**config.mk**
```make
export PLATFORM = sky130hd
export DESIGN_NAME = snap_hold_buffer
export DESIGN_NICKNAME = d
export VERILOG_FILES = /design/src/rtl/snaptime_pkg.sv /design/src/rtl/snap_capture_ctrl.sv /design/src/rtl/snap_buffer.sv /design/src/rtl/snap_read_port.sv /design/src/rtl/snap_hold_buffer.sv
export SDC_FILE = /design/constraint.sdc
export NUM_CORES = 1
export LEC_CHECK = 0
export ABC_AREA = 0
export ABC_CLOCK_PERIOD_IN_PS = 1800
export BUFFER_PORTS_ARGS = -buffer_cell sky130_fd_sc_hd__buf_2
export CAP_MARGIN = 20
export CORE_MARGIN = 4
export CORE_UTILIZATION = 60
export CTS_BUF_LIST = sky130_fd_sc_hd__clkbuf_2
export DETAILED_ROUTE_END_ITERATION = 10
export GPL_TIMING_DRIVEN = 0
export MAX_ROUTING_LAYER = met4
export PLACE_DENSITY = 0.91
export RECOVER_POWER = 25
export SYNTH_ARGS = -nofsm -noshare
export SYNTH_HDL_FRONTEND = slang
export SYNTH_SLANG_ARGS = --single-unit
```
**constraint.sdc**
```tcl
create_clock -name clk -period 1.8 [get_ports clk]
set_input_delay 0.18 -clock clk [delete_from_list [all_inputs] [get_ports clk]]
set_output_delay 0.18 -clock clk [all_outputs]
set_load 0.02 [all_outputs]
```
**src/rtl/snaptime_pkg.sv**
```systemverilog
package snaptime_pkg;
  localparam int NUM_DIG = 3;

  typedef enum logic [1:0] {
    SEL_NONE = 2'd0,
    SEL_LO   = 2'd1,
    SEL_MID  = 2'd2,
    SEL_HI   = 2'd3
  } rd_sel_e;
endpackage

```
**src/rtl/snap_capture_ctrl.sv**
```systemverilog
module snap_capture_ctrl
  import snaptime_pkg::*;
(
  input  logic    clk,
  input  logic    rst_n,
  input  logic    rd_lo,
  input  logic    rd_mid,
  input  logic    rd_hi,
  input  logic    lap_stb,
  output rd_sel_e sel,
  output logic    load_buf,
  output logic    src_live,
  output logic    renew_flag
);
  logic hold_q, pend_q, renew_q, seq_q, flag_q;
  logic hold_d, pend_d, renew_d, seq_d, flag_d;
  logic hold_eff, pend_eff, renew_eff;

  // priority: low, middle, top
  always_comb begin
    if (rd_lo)       sel = SEL_LO;
    else if (rd_mid) sel = SEL_MID;
    else if (rd_hi)  sel = SEL_HI;
    else             sel = SEL_NONE;
  end

  // a lap in the same cycle counts as arriving before the read
  always_comb begin
    hold_eff  = hold_q | lap_stb;
    pend_eff  = pend_q | lap_stb;
    renew_eff = renew_q | (lap_stb & seq_q);
    load_buf  = lap_stb | ((sel == SEL_LO) & ~(hold_q & pend_q));
    src_live  = lap_stb | ~hold_q | ((sel == SEL_LO) & ~pend_q);
  end

  always_comb begin
    hold_d  = hold_eff;
    pend_d  = pend_eff;
    renew_d = renew_eff;
    seq_d   = seq_q;
    flag_d  = flag_q;
    case (sel)
      SEL_LO: begin
        hold_d  = 1'b1;
        seq_d   = 1'b1;
        renew_d = 1'b0;
      end
      SEL_HI: begin
        flag_d = renew_eff;
        seq_d  = 1'b0;
        if (renew_eff) begin
          renew_d = 1'b0;
        end else begin
          hold_d = 1'b0;
          pend_d = 1'b0;
        end
      end
      default: ;
    endcase
  end

  always_ff @(posedge clk or negedge rst_n) begin
    if (!rst_n) begin
      hold_q  <= 1'b0;
      pend_q  <= 1'b0;
      renew_q <= 1'b0;
      seq_q   <= 1'b0;
      flag_q  <= 1'b0;
    end else begin
      hold_q  <= hold_d;
      pend_q  <= pend_d;
      renew_q <= renew_d;
      seq_q   <= seq_d;
      flag_q  <= flag_d;
    end
  end

  assign renew_flag = flag_q;


  lo_starts_hold_chk: assert property (@(posedge clk) disable iff (!rst_n)
    (sel == SEL_LO) |=> hold_q);


  flag_only_on_hi_chk: assert property (@(posedge clk) disable iff (!rst_n)
    (sel != SEL_HI) |=> $stable(flag_q));


  renew_keeps_hold_chk: assert property (@(posedge clk) disable iff (!rst_n)
    (sel == SEL_HI && renew_q) |=> (hold_q && flag_q));


  hi_releases_chk: assert property (@(posedge clk) disable iff (!rst_n)
    (sel == SEL_HI && !renew_q && !lap_stb && !seq_q) |=> (!hold_q && !flag_q));


  renew_needs_hold_chk: assert property (@(posedge clk) disable iff (!rst_n)
    renew_q |-> hold_q);
endmodule

```
**src/rtl/snap_buffer.sv**
```systemverilog
module snap_buffer
  import snaptime_pkg::*;
#(
  parameter int DIGIT_W = 4
) (
  input  logic                            clk,
  input  logic                            rst_n,
  input  logic                            load,
  input  logic [NUM_DIG-1:0][DIGIT_W-1:0] live,
  output logic [NUM_DIG-1:0][DIGIT_W-1:0] buf_q
);
  logic [NUM_DIG-1:0][DIGIT_W-1:0] buf_d;

  for (genvar g = 0; g < NUM_DIG; g++) begin : g_dig
    always_comb buf_d[g] = load ? live[g] : buf_q[g];

    always_ff @(posedge clk or negedge rst_n) begin
      if (!rst_n) buf_q[g] <= '0;
      else        buf_q[g] <= buf_d[g];
    end
  end


  buf_stable_chk: assert property (@(posedge clk) disable iff (!rst_n)
    !load |=> $stable(buf_q));
endmodule

```
**src/rtl/snap_read_port.sv**
```systemverilog
module snap_read_port
  import snaptime_pkg::*;
#(
  parameter int DIGIT_W = 4
) (
  input  logic                            clk,
  input  logic                            rst_n,
  input  rd_sel_e                         sel,
  input  logic                            src_live,
  input  logic [NUM_DIG-1:0][DIGIT_W-1:0] live,
  input  logic [NUM_DIG-1:0][DIGIT_W-1:0] buf_q,
  output logic [DIGIT_W-1:0]              rd_data
);
  logic [NUM_DIG-1:0][DIGIT_W-1:0] src;
  logic [DIGIT_W-1:0]              pick, data_d, data_q;

  always_comb begin
    src = src_live ? live : buf_q;
    case (sel)
      SEL_MID: pick = src[1];
      SEL_HI:  pick = src[2];
      default: pick = src[0];
    endcase
    data_d = (sel != SEL_NONE) ? pick : data_q;
  end

  always_ff @(posedge clk or negedge rst_n) begin
    if (!rst_n) data_q <= '0;
    else        data_q <= data_d;
  end

  assign rd_data = data_q;


  data_idle_chk: assert property (@(posedge clk) disable iff (!rst_n)
    (sel == SEL_NONE) |=> $stable(data_q));
endmodule

```
**src/rtl/snap_hold_buffer.sv**
```systemverilog
module snap_hold_buffer
  import snaptime_pkg::*;
#(
  parameter int DIGIT_W = 4
) (
  input  logic               clk,
  input  logic               rst_n,
  input  logic [DIGIT_W-1:0] cnt_lo,
  input  logic [DIGIT_W-1:0] cnt_mid,
  input  logic [DIGIT_W-1:0] cnt_hi,
  input  logic               rd_lo,
  input  logic               rd_mid,
  input  logic               rd_hi,
  input  logic               lap_stb,
  output logic [DIGIT_W-1:0] rd_data,
  output logic               renew_flag
);
  logic rst_meta, rst_sync;
  logic load_buf, src_live;
  rd_sel_e sel;
  logic [NUM_DIG-1:0][DIGIT_W-1:0] live, buf_q;

  always_ff @(posedge clk or negedge rst_n) begin
    if (!rst_n) begin
      rst_meta <= 1'b0;
      rst_sync <= 1'b0;
    end else begin
      rst_meta <= 1'b1;
      rst_sync <= rst_meta;
    end
  end

  assign live = {cnt_hi, cnt_mid, cnt_lo};

  snap_capture_ctrl i_ctrl (
    .clk        (clk),
    .rst_n      (rst_sync),
    .rd_lo      (rd_lo),
    .rd_mid     (rd_mid),
    .rd_hi      (rd_hi),
    .lap_stb    (lap_stb),
    .sel        (sel),
    .load_buf   (load_buf),
    .src_live   (src_live),
    .renew_flag (renew_flag)
  );

  snap_buffer #(.DIGIT_W(DIGIT_W)) i_buf (
    .clk   (clk),
    .rst_n (rst_sync),
    .load  (load_buf),
    .live  (live),
    .buf_q (buf_q)
  );

  snap_read_port #(.DIGIT_W(DIGIT_W)) i_port (
    .clk      (clk),
    .rst_n    (rst_sync),
    .sel      (sel),
    .src_live (src_live),
    .live     (live),
    .buf_q    (buf_q),
    .rd_data  (rd_data)
  );
endmodule

```
Yosys cells after proc, flatten, opt, wreduce, memory -nomap -nowiden

Cells that the tools add are included.

Eq/ne operators: 3
Mux-type cells: 11
Bitwise operators: 13
Reduce and logical (&&, ||, !) cells: 3

Operators with widths:

| operator                                                               | number |
|---|---|
| 12-bit 2-to-1 mux                                                      | 1 |
| 4-bit one-hot mux with 2 select lines                                  | 1 |
| 2-bit 2-to-1 mux                                                       | 3 |
| 1-bit OR                                                               | 6 |
| 1-bit AND                                                              | 4 |
| 2-bit equality test (second input constant)                            | 2 |
| 1-bit 2-to-1 mux                                                       | 4 |
| 1-bit one-hot mux with 2 select lines                                  | 2 |
| 2-bit nonzero test                                                     | 2 |
| 1-bit inverter                                                         | 3 |
| 2-bit by 1-bit equality test with 1-bit output (second input constant) | 1 |
| 2-bit OR reduction                                                     | 1 |

Register bits: 23
Input bits: 18
Output and inout port bits: 5
Logic and storage cells: 41

Depth between registers and ports, before layout

Depth in word-level cells: 8
Gate-level depth with buffers: 6
Mapped depth without buffers: 4

Hierarchy

A second synthesis with hierarchy kept.

Cell total of the unflattened synthesis: 85
Area total of the unflattened synthesis: 1,128.6 sq um

Modules (own cells, without submodules):

| module            | times used | cells each | area an instance (sq um) | seq. area each (sq um) |
|---|---|---|---|---|
| snap_buffer       | 1          | 25         | 484.2                    | 300.3 |
| snap_read_port    | 1          | 33         | 349.1                    | 100.1 |
| snap_capture_ctrl | 1          | 24         | 241.5                    | 125.1 |
| snap_hold_buffer  | 1          | 3          | 53.8                     | 50.0 |

Least setup slack after synthesis

No wires, ideal clock.

Path kind: reg2reg
Start point: register i_ctrl.pend_q
End point: register i_port.data_q[1], in the netlist i_port.rd_data[1]
Setup time: 0.141 ns
Data arrival time: 1.248 ns
Required time: 1.659 ns
Setup slack: 0.412 ns
Cell stages (with the launch flop): 7
Buffers on the path: 2
Clock period less this slack: 1.388 ns
Cell sequence: dfrtp_1 -> buf_4 -> nand2b_1 -> buf_2 -> and3_1 -> a211oi_1 -> a2111oi_2

Word-level cells in the longest chain between the ends: 5

Ends and longest elaborated chain:

| what                                  | RTL line                | RTL |
|---|---|---|
| from (decl)                           | snap_capture_ctrl.sv:15 | `logic hold_q, pend_q, renew_q, seq_q, flag_q;` |
| from (signal assigned)                | snap_capture_ctrl.sv:71 | `pend_q <= pend_d;` |
| 1-bit inverter                        | snap_capture_ctrl.sv:33 | `src_live = lap_stb \| ~hold_q \| ((sel == SEL_LO) & ~pend_q);` |
| 1-bit AND                             | snap_capture_ctrl.sv:33 |  |
| 1-bit OR                              | snap_capture_ctrl.sv:33 |  |
| 12-bit 2-to-1 mux                     | snap_read_port.sv:18    | `src = src_live ? live : buf_q;` |
| 4-bit one-hot mux with 2 select lines | snap_read_port.sv:19    | `case (sel)` |
| to (signal assigned)                  | snap_read_port.sv:29    | `else data_q <= data_d;` |
| to (decl)                             | snap_read_port.sv:15    | `logic [DIGIT_W-1:0] pick, data_d, data_q;` |

No other way between the ends.
A chain may end at the register's enable or synchronous reset.

Final worst setup path

Same ends and word-level chain as after synthesis.

==> impl_metrics.toml <==
[cts]
cts-resized-gates = 0
cts_tree = "yes"
post_cts_buffers = 0
clock_latency_ps = 340
clockBufferDepth = 2
htree_levels = 1
cts_sinks = 23
clock-root-buffer = "clkbuf_2"
clk_pin_slew_ps = 200
numCtsBuffers = 3
cts_hold_buf = 1

[setup_path]
worstPathCellList = "buf_4 > nand2b_1 > buf_2 > and3_1 > a211oi_1 > a2111oi_2"
required_ps = 2030
arrival_ps = 1760
rr_endpoint = "i_port.rd_data[1]$_DFFE_PN0P_"
rr_worst_depth = 6
worstPathMaxFanout = 9
slowest_delay_ps = 400
end_kind = "register"
cp_num_buf_inv = 2
critPathKind = "reg2reg"
critical_path_depth = 6
cp-start-kind = "register"
startpoint = "i_ctrl.pend_q$_DFF_PN0_"
rr_startpoint = "i_ctrl.pend_q$_DFF_PN0_"
r2r_slack_ps = 260
critical_path.top_delay_family = "flip-flops"
crit_path_end = "i_port.rd_data[1]$_DFFE_PN0P_"
slowest_stage = "dfrtp_1"

[sta]
worst_pin_slew_ps = 806
relSlewSlack_pct = 46.2
setup_viol = 0
worst_clock_skew_ps = 7.17
fmax_mhz = 651
setup_tns_ps = 0
finalCriticalPeriod_ps = 1540
holdWs_ps = 67.1
drv_slew = 0
period_share_pct = 85.3
rsz0062_at_grt = "false"
hold_violations = 0

[global_route]
track_usage_pct = 22.0
first_global_vias = 924
grt_max_degree = 22
grt_overflow = 0
antenna_found_initial = 0
grt_pass1_wl_um = 4200

[pwr]
p_leak_nw = 0.600
peakVddDrop_uv = 572
power-per-cell-area_nw_per_um2 = 801

[finish]
final_cells = 155
area_growth_pct = 15.2
drive_gt1_share_pct = 34.6
antenna_cells = 0
nets = 149

[yosys]
ys_types = 30
synthTopCellsByArea = "dfrtp_1, mux2_2, nand3_1"
synthCells = 103
netlist_area_um2 = 1120
synth_fp_nets = 121
async_reset_ff_share_pct = 100
ys_warn_count = 0
yosys_register_bits = 23
synth_most_common_cell = "dfrtp_1"
synth_top_area_share_pct = 51.6
synth-main-ff-cell = "dfrtp_1"
yosysSeqAreaShare_pct = 51.6
synth-edff-count = 0
synth.avg_cell_area_um2 = 10.8
yosysTopAreaCell = "dfrtp_1"
ys_top_cells_by_count = "dfrtp_1, mux2_2, nand2_1"

[job]
maxCapViolCount = 0

[status]
status = "finished, final reports clean"

[routing]
drt_iter0_markers = 32
drc = 0
num_vias = 926
via_per_inst = 5.97
drt-pass1-iter-count = 4
ant_nets = 0
wl_per_cell_um = 15.3
routed_wl_um = 2370

[floorplan]
initial_utilization_pct = 63.9
die_w_um = 51.1
core_area_um2 = 1750
ios = 23
rows = 15
die_h_um = 51.1
dieArea_um2 = 2610

[placed_design]
dp_cells = 150
finalWeightedCongestion = 0.863
hpwl_um = 1740
io_buffer_count = 22

[worst_hold_path]
min_path_type = "in2reg"
==> stage by stage <==
stage          worst slack, ps  utilization [%]  cell area (um^2)  total power, mW
2_1_floorplan              412                -              1120            0.754
3_3_place_gp               308             72.0              1260            0.817
3_5_place_dp               291             72.0              1260            0.829
4_1_cts                    266             73.8              1290             1.03
5_1_grt                    146             73.7              1290             1.08
6_report                   264             73.7              1290             1.03
==> cell usage in the layout (no fill, tap or decap) <==
cell / instances
nor2b_2: 1
a32oi_1: 1
o21ai_1: 2
nand2b_1: 3
a21boi_0: 3
mux2_2: 13
a211oi_1: 2
conb_1: 1
dfrtp_1: 23
o22ai_1: 1
and3_1: 4
o21ai_0: 5
dlygate4sd3_1: 1
nor2_1: 1
a221oi_1: 1
nand3_1: 8
buf_4: 3
o21bai_1: 1
nor3_1: 2
inv_1: 2
nand3b_1: 1
a2111oi_2: 1
buf_2: 22
nand2_1: 9
a2111o_1: 2
nor2b_1: 2
a21oi_1: 6
clkbuf_2: 5
o31ai_1: 1
clkbuf_1: 2
or2b_1: 1
==> routing by layer <==
| metal | vias up | share of wire, % | wire (um) | track usage [%] |
|---|---|---|---|---|
| met3 | 11 | 5.8 | 137 | 4.08 |
| li1 | 424 | - | - | - |
| met5 | - | 0 | 0 | - |
| met1 | 449 | 42 | 994 | 27.2 |
| met4 | 0 | 2.7 | 65 | 9.42 |
| met2 | 42 | 49 | 1170 | 35.4 |
==> logic make-up (layout without fill, tap and decap cells) <==
kind of cell	after synthesis	in the layout	share of synthesized area (%)
muxes	13	13	13.1
other	1	1	0.336
buffers and inverters	8	35	3.92
and+or+nand+nor	32	32	15.0
DFF	23	23	51.6
AOI/OAI and AO/OA	26	26	16.0
==> worst min-delay path by stage <==
stage	startpoint	endpoint	slack [ps]	cells past startpoint
floorplan	rst_n	rst_meta$_DFF_PN0_	-120	0
global placement	rst_n	rst_meta$_DFF_PN0_	-40	1
detailed placement	rst_n	rst_meta$_DFF_PN0_	-30	1
CTS	cnt_hi[2]	i_buf.buf_q[10]$_DFFE_PN0P_	70	2
global route	cnt_hi[0]	i_buf.buf_q[8]$_DFFE_PN0P_	60	2
finish	cnt_hi[2]	i_buf.buf_q[10]$_DFFE_PN0P_	70	2
==> final cells by class <==
class / instances / area [um^2]
buffer: 6 / 36.3
clock buffer: 4 / 20.0
fill: 140 / 459
inverter: 2 / 7.51
multi-input combinational: 72 / 497
sequential: 23 / 576
tap: 25 / 31.3
timing repair buffer: 23 / 119
==> registers in the layout (all words and copies together), names as in the netlist <==
| signal | flops |
|---|---|
| i_ctrl.renew_q | 1 |
| i_ctrl.seq_q | 1 |
| rst_sync | 1 |
| i_ctrl.pend_q | 1 |
| i_buf.buf_q | 12 |
| rst_meta | 1 |
| i_ctrl.renew_flag | 1 |
| i_port.rd_data | 4 |
| i_ctrl.hold_q | 1 |
==> where the power goes <==
group	leakage (nW)	switching [mW]	internal, mW
combinational	0.318	0.111	0.102
clock	0.0166	0.150	0.0588
sequential	0.265	0.0368	0.572
==> worst register-to-register path: stages (launching register included) <==
cell and delay, ps:
dfrtp_1 400, buf_4 160, nand2b_1 140, buf_2 170
and3_1 210, a211oi_1 290, a2111oi_2 70
Note: power is estimated with default switching activity, not from simulation.
